File: src/rtl/accum_alu_pkg.sv
package accum_alu_pkg;

  localparam int OP_BITS = 5;

  typedef enum logic [OP_BITS-1:0] {
    OP_ADD    = 5'd0,
    OP_SUB    = 5'd1,
    OP_AND    = 5'd2,
    OP_OR     = 5'd3,
    OP_XOR    = 5'd4,
    OP_CMP    = 5'd5,
    OP_BIT    = 5'd6,
    OP_SHL    = 5'd7,
    OP_SHR    = 5'd8,
    OP_ROL    = 5'd9,
    OP_ROR    = 5'd10,
    OP_INC    = 5'd11,
    OP_DEC    = 5'd12,
    OP_PASS   = 5'd13,
    OP_DECCMP = 5'd14,
    OP_INCSUB = 5'd15,
    OP_SHLOR  = 5'd16,
    OP_ROLAND = 5'd17,
    OP_SHRXOR = 5'd18,
    OP_RORADD = 5'd19
  } aluOp_e;

  // stage one: what happens to the memory operand
  typedef enum logic [2:0] {
    U_NONE, U_SHL, U_SHR, U_ROL, U_ROR, U_INC, U_DEC
  } unaryKind_e;

  // stage two: how the (modified) memory byte meets the register operand
  typedef enum logic [2:0] {
    B_PASS, B_ADD, B_SUB, B_AND, B_OR, B_XOR, B_CMP, B_BIT
  } binKind_e;

  // mask bit positions
  localparam int FLAG_C = 0;
  localparam int FLAG_Z = 1;
  localparam int FLAG_V = 2;
  localparam int FLAG_N = 3;

  localparam logic [3:0] MASK_NZ   = 4'b1010;
  localparam logic [3:0] MASK_NZC  = 4'b1011;
  localparam logic [3:0] MASK_NVZ  = 4'b1110;
  localparam logic [3:0] MASK_NVZC = 4'b1111;

  typedef struct packed {
    unaryKind_e unaryKind;
    binKind_e   binKind;
    logic [3:0] flagWe;
    logic       holdReg;
  } ctrlStrobes_t;

endpackage

File: src/rtl/accum_alu_ctrl.sv
module accum_alu_ctrl
  import accum_alu_pkg::*;
(
  input  logic [OP_BITS-1:0] opSel,
  output ctrlStrobes_t       strobes
);

  always_comb begin
    strobes = '{unaryKind: U_NONE, binKind: B_PASS, flagWe: 4'b0000, holdReg: 1'b1};
    case (opSel)
      OP_ADD:    strobes = '{U_NONE, B_ADD, MASK_NVZC, 1'b0};
      OP_SUB:    strobes = '{U_NONE, B_SUB, MASK_NVZC, 1'b0};
      OP_AND:    strobes = '{U_NONE, B_AND, MASK_NZ,   1'b0};
      OP_OR:     strobes = '{U_NONE, B_OR,  MASK_NZ,   1'b0};
      OP_XOR:    strobes = '{U_NONE, B_XOR, MASK_NZ,   1'b0};
      OP_CMP:    strobes = '{U_NONE, B_CMP, MASK_NZC,  1'b0};
      OP_BIT:    strobes = '{U_NONE, B_BIT, MASK_NVZ,  1'b0};
      OP_SHL:    strobes = '{U_SHL,  B_PASS, MASK_NZC, 1'b0};
      OP_SHR:    strobes = '{U_SHR,  B_PASS, MASK_NZC, 1'b0};
      OP_ROL:    strobes = '{U_ROL,  B_PASS, MASK_NZC, 1'b0};
      OP_ROR:    strobes = '{U_ROR,  B_PASS, MASK_NZC, 1'b0};
      OP_INC:    strobes = '{U_INC,  B_PASS, MASK_NZ,  1'b0};
      OP_DEC:    strobes = '{U_DEC,  B_PASS, MASK_NZ,  1'b0};
      OP_PASS:   strobes = '{U_NONE, B_PASS, MASK_NZ,  1'b0};
      OP_DECCMP: strobes = '{U_DEC,  B_CMP, MASK_NZC,  1'b0};
      OP_INCSUB: strobes = '{U_INC,  B_SUB, MASK_NVZC, 1'b0};
      OP_SHLOR:  strobes = '{U_SHL,  B_OR,  MASK_NZC,  1'b0};
      OP_ROLAND: strobes = '{U_ROL,  B_AND, MASK_NZC,  1'b0};
      OP_SHRXOR: strobes = '{U_SHR,  B_XOR, MASK_NZC,  1'b0};
      OP_RORADD: strobes = '{U_ROR,  B_ADD, MASK_NVZC, 1'b0};
      default:   ;
    endcase
  end

endmodule

File: src/rtl/accum_alu_datapath.sv
module accum_alu_datapath
  import accum_alu_pkg::*;
#(
  parameter int WIDTH = 8
)(
  input  ctrlStrobes_t     strobes,
  input  logic [WIDTH-1:0] regIn,
  input  logic [WIDTH-1:0] memIn,
  input  logic             carryIn,
  output logic [WIDTH-1:0] result,
  output logic [WIDTH-1:0] memOut,
  output logic             flagN,
  output logic             flagV,
  output logic             flagZ,
  output logic             flagC
);

  localparam int MSB = WIDTH - 1;

  logic [WIDTH-1:0] modVal;
  logic             shiftCarry;
  logic [WIDTH-1:0] addB;
  logic             addCin;
  logic [WIDTH:0]   sumFull;
  logic [WIDTH-1:0] sumVal;
  logic             addOvf;
  logic [WIDTH-1:0] nzSrc;

  // stage one: modify the memory operand
  always_comb begin
    modVal     = memIn;
    shiftCarry = carryIn;
    case (strobes.unaryKind)
      U_SHL: begin modVal = {memIn[MSB-1:0], 1'b0};    shiftCarry = memIn[MSB]; end
      U_SHR: begin modVal = {1'b0, memIn[MSB:1]};      shiftCarry = memIn[0];   end
      U_ROL: begin modVal = {memIn[MSB-1:0], carryIn}; shiftCarry = memIn[MSB]; end
      U_ROR: begin modVal = {carryIn, memIn[MSB:1]};   shiftCarry = memIn[0];   end
      U_INC: modVal = memIn + WIDTH'(1);
      U_DEC: modVal = memIn - WIDTH'(1);
      default: ;
    endcase
  end

  // shared adder: add, subtract-as-add-of-complement, compare
  always_comb begin
    addB    = (strobes.binKind == B_ADD) ? modVal : ~modVal;
    addCin  = (strobes.binKind == B_CMP) ? 1'b1 : shiftCarry;
    sumFull = {1'b0, regIn} + {1'b0, addB} + {{WIDTH{1'b0}}, addCin};
    sumVal  = sumFull[MSB:0];
    addOvf  = ~(regIn[MSB] ^ addB[MSB]) & (regIn[MSB] ^ sumVal[MSB]);
  end

  // stage two: combine and form flags
  always_comb begin
    result = regIn;
    nzSrc  = modVal;
    flagC  = shiftCarry;
    flagV  = 1'b0;
    case (strobes.binKind)
      B_PASS: begin result = modVal; nzSrc = modVal; end
      B_ADD, B_SUB: begin
        result = sumVal; nzSrc = sumVal; flagC = sumFull[WIDTH]; flagV = addOvf;
      end
      B_AND: begin result = regIn & modVal; nzSrc = regIn & modVal; end
      B_OR:  begin result = regIn | modVal; nzSrc = regIn | modVal; end
      B_XOR: begin result = regIn ^ modVal; nzSrc = regIn ^ modVal; end
      B_CMP: begin result = regIn; nzSrc = sumVal; flagC = sumFull[WIDTH]; end
      B_BIT: begin result = regIn; nzSrc = regIn & modVal; end
      default: ;
    endcase
    if (strobes.holdReg) result = regIn;
    flagZ = (nzSrc == '0);
    flagN = nzSrc[MSB];
    if (strobes.binKind == B_BIT) begin
      flagN = modVal[MSB];
      flagV = modVal[MSB-1];
    end
  end

  assign memOut = modVal;

endmodule

File: src/rtl/accum_alu.sv
module accum_alu
  import accum_alu_pkg::*;
#(
  parameter int WIDTH = 8
)(
  input  logic [OP_BITS-1:0] opSel,
  input  logic [WIDTH-1:0]   regIn,
  input  logic [WIDTH-1:0]   memIn,
  input  logic               carryIn,
  output logic [WIDTH-1:0]   result,
  output logic [WIDTH-1:0]   memOut,
  output logic               flagN,
  output logic               flagV,
  output logic               flagZ,
  output logic               flagC,
  output logic [3:0]         wrMask
);

  ctrlStrobes_t strobes;

  accum_alu_ctrl u_ctrl (
    .opSel   (opSel),
    .strobes (strobes)
  );

  accum_alu_datapath #(.WIDTH(WIDTH)) u_dp (
    .strobes (strobes),
    .regIn   (regIn),
    .memIn   (memIn),
    .carryIn (carryIn),
    .result  (result),
    .memOut  (memOut),
    .flagN   (flagN),
    .flagV   (flagV),
    .flagZ   (flagZ),
    .flagC   (flagC)
  );

  assign wrMask = strobes.flagWe;

endmodule

File: config.mk
export PLATFORM = sky130hd
export DESIGN_NAME = accum_alu
export DESIGN_NICKNAME = d
export VERILOG_FILES = /design/src/rtl/accum_alu_pkg.sv /design/src/rtl/accum_alu_ctrl.sv /design/src/rtl/accum_alu_datapath.sv /design/src/rtl/accum_alu.sv
export SDC_FILE = /design/constraint.sdc
export NUM_CORES = 1
export LEC_CHECK = 0
export CORE_UTILIZATION = 30
export DETAILED_ROUTE_END_ITERATION = 7
export PLACE_DENSITY = 0.49
export SYNTH_ARGS = -nofsm -noshare
export SYNTH_HDL_FRONTEND = slang
export SYNTH_HIERARCHICAL = 1
export SYNTH_SLANG_ARGS = --single-unit
export TNS_END_PERCENT = 5
File: constraint.sdc
create_clock -name vclk -period 10.3
set_clock_uncertainty 0.1 [all_clocks]
set_input_delay 1.03 -clock vclk [all_inputs]
set_output_delay 1.03 -clock vclk [all_outputs]
set_load 0.05 [all_outputs]
# Word-level counts from Yosys, hierarchy flattened
# Index checks and enable logic that the tools add are counted.
[word_totals] ff_bits=0 in_bits=22 elab_cells=65
[classes] addsub=4 eq_ne=32 n_mux=12 n_bitwise=8 reduce_logical=9
[op_table] op="case mux 11 bit (20 select lines)" n=1
[op_table] op="case mux 8 bit (6 select lines)" n=2
[op_table] op="equality test 5 x 4 -> 1 bit, second input constant" n=8
[op_table] op="case mux 8 bit (5 select lines)" n=1
[op_table] op="equality test 3 bit, second input constant" n=7
[op_table] op="equality test 5 x 3 -> 1 bit, second input constant" n=4
[op_table] op="equality test 5 bit, second input constant" n=4
[op_table] op="2-to-1 mux 8 bit" n=2
[op_table] op="equality test 3 x 2 -> 1 bit, second input constant" n=4
[op_table] op="equality test 5 x 2 -> 1 bit, second input constant" n=2
[op_table] op="OR reduction 2 bit" n=5
[op_table] op="adder 8 x 8 -> 9 bit" n=1
[op_table] op="adder 9 x 1 -> 9 bit" n=1
[op_table] op="adder 8 x 1 -> 8 bit, second input constant" n=1
[op_table] op="bitwise AND 8 bit" n=1
[op_table] op="logical NOT 8 bit" n=1
[op_table] op="inverter 8 bit" n=1
[op_table] op="bitwise OR 8 bit" n=1
[op_table] op="subtractor 8 x 1 -> 8 bit, second input constant" n=1
[op_table] op="XOR 8 bit" n=1
[op_table] op="equality test 3 x 1 -> 1 bit, second input constant" n=2
[op_table] op="equality test 5 x 1 -> 1 bit, second input constant" n=1
[op_table] op="logical NOT 5 bit" n=1
[op_table] op="2-to-1 mux 1 bit" n=5
[op_table] op="other kinds (6)" n=7

# Longest topological paths before layout
# Gate-level depths: netlist of run 1.
[depth] word_depth=12 mapped_depth=24 ltp_nobuf=22

# Cells and area by module
# Netlist of run 1, hierarchy kept.
[by_module_without_submodules] mod="accum_alu_datapath" instances=1 cells_each=352 area_per_inst_um2=2349.8
[by_module_without_submodules] mod="accum_alu_ctrl" instances=1 cells_each=45 area_per_inst_um2=290.3

# Worst setup path after synthesis of run 1
# No wires, ideal clock.
[synth_path] path_type="input to output" from="input opSel[0]" to="output flagZ" arrival_ns=6.255 required_time_ns=9.170 setup_slack_ns=2.915 path_stages=22 path_cell_list="buf_2 > and4bb_1 > a221o_1 > nand3b_2 > clkinv_2 > xnor2_1 > ha_1 > o31ai_1 > a21oi_1 > o21a_1 > or2_2 > o21ai_0 > inv_1 > xnor2_1 > ha_1 > o21ai_0 > nand2b_1 > a31oi_1 > xor2_1 > a41oi_1 > or4b_1 > nor3b_2"
[synth_rtl] element="from (decl)" line_no="accum_alu.sv:6" source="input logic [OP_BITS-1:0] opSel,"
[synth_rtl] element="to (decl)" line_no="accum_alu.sv:14" source="output logic flagZ,"

==> results.cfg, run 1 <==
[timing]
setup_viol = 0
timing.final.crit_share = 0.843
rsz0062_at_grt = no
hold-worst-slack_ns = 3.32
setup-tns-final_ns = 0
slew_headroom = 0.334
drv_slew = 0
fmax_mhz = 115
tightest_slew_ns = 0.974
finalHoldViolations = 0
min_period_ns = 8.68

[worst_setup_path]
critPathRequiredTime_ns = 9.17
setup.worst_path.start_class = input pin
worstPathMaxFanout = 35
path_class = input pin to primary output
end_kind = primary output
arrival_ns = 7.55

[hold_path]
hold_path.class = input pin to primary output

[power_and_ir_drop]
peakVddDrop_uv = 35.4
power.density_nw_per_um2 = 107
p_leak_nw = 1.28

[synth]
synthTopCellsByCount = a21oi_1 (38), nor2_1 (35), inv_1 (30)
ys_warn_count = 6
postSynthCellCount = 397
syn_area_um2 = 2640
syn-num-nets = 448
syn_avg_cell_area_um2 = 6.65
synth_area_leaders = ha_1 (13%), a21oi_1 (7.2%), nor2_1 (5.0%)
synth_top_cell_area_share = 0.128
seq_area_frac_synth = 0
yosysMostFrequentCell = a21oi_1
synth_area_leader_cell = ha_1
synth.distinct_cells = 81

[floorplan]
die_h_um = 95.8
ios = 46
fp.dieW_um = 95.8
fp-row-count = 33
core_area_um2 = 8380
initial_core_util = 0.315
die_area_um2 = 9180

[clock_network]
ctsResizeCount = 0
hold_buffers = 0
postCtsSetupBuffers = 0

[routing]
drt_wl_total_um = 8580
first_pass_iters = 5
vias = 3055
drtIter0Drc = 199
wl_per_cell_um = 16.2
ant_nets = 0
drc_errors = 0
vias_per_cell = 5.78

[grt]
grt_pass1_vias = 2738
antenna_found_initial = 1
grt_pass1_wl_um = 13900
grt_max_degree = 36
grt_use_total = 0.188
grt_overflow = 0

[placed_design]
dpl.hpwl_um = 6790
dp_cells = 529
gp_congestion = 0.908
portBuffers = 46

[cells_and_area]
final_cells = 529
nClkBuffers = 0
seq_area_um2 = 0
diodes = 0
fin_nets = 477
fin_util = 0.373
area_delta_synth_final_pct = 18.4
final_layout_size_suffix_gt1_frac = 0.0613
seq_cells = 0

[job]
cap_viol_max_count = 0

[outcome]
outcome = complete, no violations
==> layout make-up <==
| type | instances | area (µm²) |
|---|---|---|
| fill | 899 | 5260 |
| inverter | 34 | 129 |
| timing repair buffer | 54 | 520 |
| multi-input combinational | 336 | 2350 |
| tap | 105 | 131 |
==> power breakdown <==
part           internal (mW)  leakage (nW)  total (mW)  switching (mW)
clock                      0             0           0               0
combinational          0.124          1.28       0.335           0.211
sequential                 0             0           0               0
total                  0.124          1.28       0.335           0.211
==> layout by cell type (no fill, tap or decap), drive strengths merged, types with 7 or more instances in the layout <==
master          n
o21ai          31
ha             27
a21oi          38
inv            32
xnor2          11
nand3           9
nor2b          13
xor2           11
o22ai           7
clkdlybuf4s50  46
nand2          25
nor2           35
nand2b         10
buf             8
nor3           13
==> layer usage <==
metal	share of wire	track usage	vias up
li1	-	-	1535
met1	0.48	0.276	1406
met2	0.44	0.298	94
met3	0.052	0.0134	18
met4	0.025	0.0398	2
met5	0.0015	0	-
==> metrics by stage <==
step           cell area, µm²  setup WS, ns  power, mW
2_1_floorplan            2640          2.92      0.243
3_3_place_gp             3130          1.70      0.334
3_5_place_dp             3130          1.62      0.333
4_1_cts                  3130          1.63      0.334
5_1_grt                  3130          1.12      0.366
6_report                 3130          1.62      0.335
==> cells by family after synthesis <==
family	Yosys count	synth area share
AOI/OAI and AO/OA	143	0.369
xor gates and xnor gates	22	0.0730
and+or+nand+nor	136	0.281
adders and majority gates	29	0.143
buffers and inverters	61	0.111
muxes	6	0.0227
==> final timing paths <==
kind                 start  depth (start not counted)        end
hold / removal    regIn[3]                          4  result[3]
setup / recovery  opSel[4]                         25      flagZ
==> worst max-delay path, stage by stage <==
cell             delay (ns)
clkdlybuf4s50_1        0.73
nor3b_2                0.36
a31oi_1                0.13
nand2_1                0.08
buf_4                  0.31
nand3b_2               0.22
clkinv_2               0.17
xnor2_1                0.08
ha_1                   0.23
o31ai_1                0.26
a21oi_1                0.13
o21a_1                 0.20
or2_2                  0.26
o21ai_0                0.24
inv_1                  0.13
xnor2_1                0.14
ha_1                   0.34
o21ai_0                0.18
nand2b_1               0.07
a31oi_1                0.27
xor2_1                 0.30
a41oi_1                0.16
or4b_1                 0.50
nor3b_2                0.16
clkdlybuf4s50_1        0.82
(Power assumes the default switching activity.)
==> inputs of run 2 (changes only) <==
clock period = 9.07 ns   (was 10.3 ns; I/O delays follow)
==> run 2 against run 1 <==
  * Clock-buffer cell count unchanged
  * Non-clock buffer count up 1
  * First-iteration DRC count increased by 7.5%
  * Worst hold slack worse by 0.38 ns
  * Worst setup slack lost 0.49 ns
  * Critical endpoint unchanged
  * Routed wire length down 0.70%
  * Cell area is 0.48% higher
  * Power grew 14%
==> results.cfg, run 2 (synthesis gave the netlist of run 1 again) <==
[clock_network]
postCtsSetupBuffers = 0
ctsResizeCount = 0
hold_buffers = 0

[grt]
grt_pass1_vias = 2639
grt_max_degree = 36
antenna_found_initial = 0
grt_pass1_wl_um = 13500
grt_overflow = 0
grt_use_total = 0.184

[placed_design]
portBuffers = 46
dpl.hpwl_um = 6790
gp_congestion = 0.836
placed_area_um2 = 3140
dp_cells = 530

[timing]
setup-tns-final_ns = 0
finalHoldViolations = 0
setup_viol = 0
rsz0062_at_grt = no
tightest_slew_ns = 0.797
drv_slew = 0
min_period_ns = 7.94
hold-worst-slack_ns = 2.94
fmax_mhz = 126
slew_headroom = 0.455
timing.final.crit_share = 0.875

[cells_and_area]
nClkBuffers = 0
diodes = 0
multi_input_area_um2 = 2350
fin_nets = 478
area_delta_synth_final_pct = 19.0
mostFrequentLayoutCells = clkdlybuf4s50_1 (44), a21oi_1 (38), nor2_1 (35)
design_area_um2 = 3140
seq_area_um2 = 0
fillers = 901
layout_commonest_cell = clkdlybuf4s50_1
seq_cells = 0
final_layout_size_suffix_gt1_frac = 0.0682
final_cells = 530

[worst_setup_path]
setup.worst_path.start_class = input pin
end_kind = primary output
crit_family = simple AND/OR/NAND/NOR gates
path_class = input pin to primary output
cp_slowest_cell = clkdlybuf4s50_1
worstPathMaxFanout = 28
critPathRequiredTime_ns = 8.06
arrival_ns = 6.93
max_stage_delay_ns = 0.66
crit_buf_inv = 5

[outcome]
outcome = complete, no violations

[floorplan]
die_h_um = 95.8
fp.dieW_um = 95.8
die_area_um2 = 9180
fp-row-count = 33
ios = 46
initial_core_util = 0.315
core_area_um2 = 8380

[routing]
first_pass_iters = 4
drtIter0Drc = 214
drc_errors = 0
vias_per_cell = 5.68
ant_nets = 0
vias = 3009
drt_wl_total_um = 8520
wl_per_cell_um = 16.1

[power_and_ir_drop]
peakVddDrop_uv = 48.1
power.density_nw_per_um2 = 121
p_leak_nw = 1.29
power_mw = 0.380

[hold_path]
hold_path.class = input pin to primary output

[job]
cap_viol_max_count = 0
==> run 2: worst paths after layout <==
kind / start / endpoint / slack (ns) / cells after the start
max: opSel[2] / flagZ / 1.13 / 25
min: regIn[7] / flagN / 2.94 / 5
==> run 2: power breakdown <==
part	leakage [nW]	switching (mW)	internal, mW
Sequential	0	0	0
Clock	0	0	0
Combinational	1.29	0.239	0.142
==> run 2: final cells by class <==
| class | count | area share |
|---|---|---|
| Inverter | 34 | 0.0410 |
| Multi-Input combinational cell | 336 | 0.747 |
| Tap cell | 105 | 0.0418 |
| Timing Repair Buffer | 55 | 0.170 |
==> run 2: routing by layer <==
layer  vias to the layer above  share of wire  GRT usage
met3                         4          0.035    0.00158
li1                       1524              -          -
met1                      1395           0.50      0.275
met2                        86           0.46      0.308
met4                         0         0.0075     0.0124
met5                         -              0          0
==> run 2: stage by stage <==
| step | utilization | setup slack [ns] |
|---|---|---|
| 5_1_grt | 0.375 | 0.520 |
| 3_5_place_dp | 0.375 | 1.18 |
| 2_1_floorplan | - | 1.93 |
| 6_report | 0.375 | 1.13 |
| 3_3_place_gp | 0.375 | 1.37 |
| 4_1_cts | 0.375 | 1.18 |
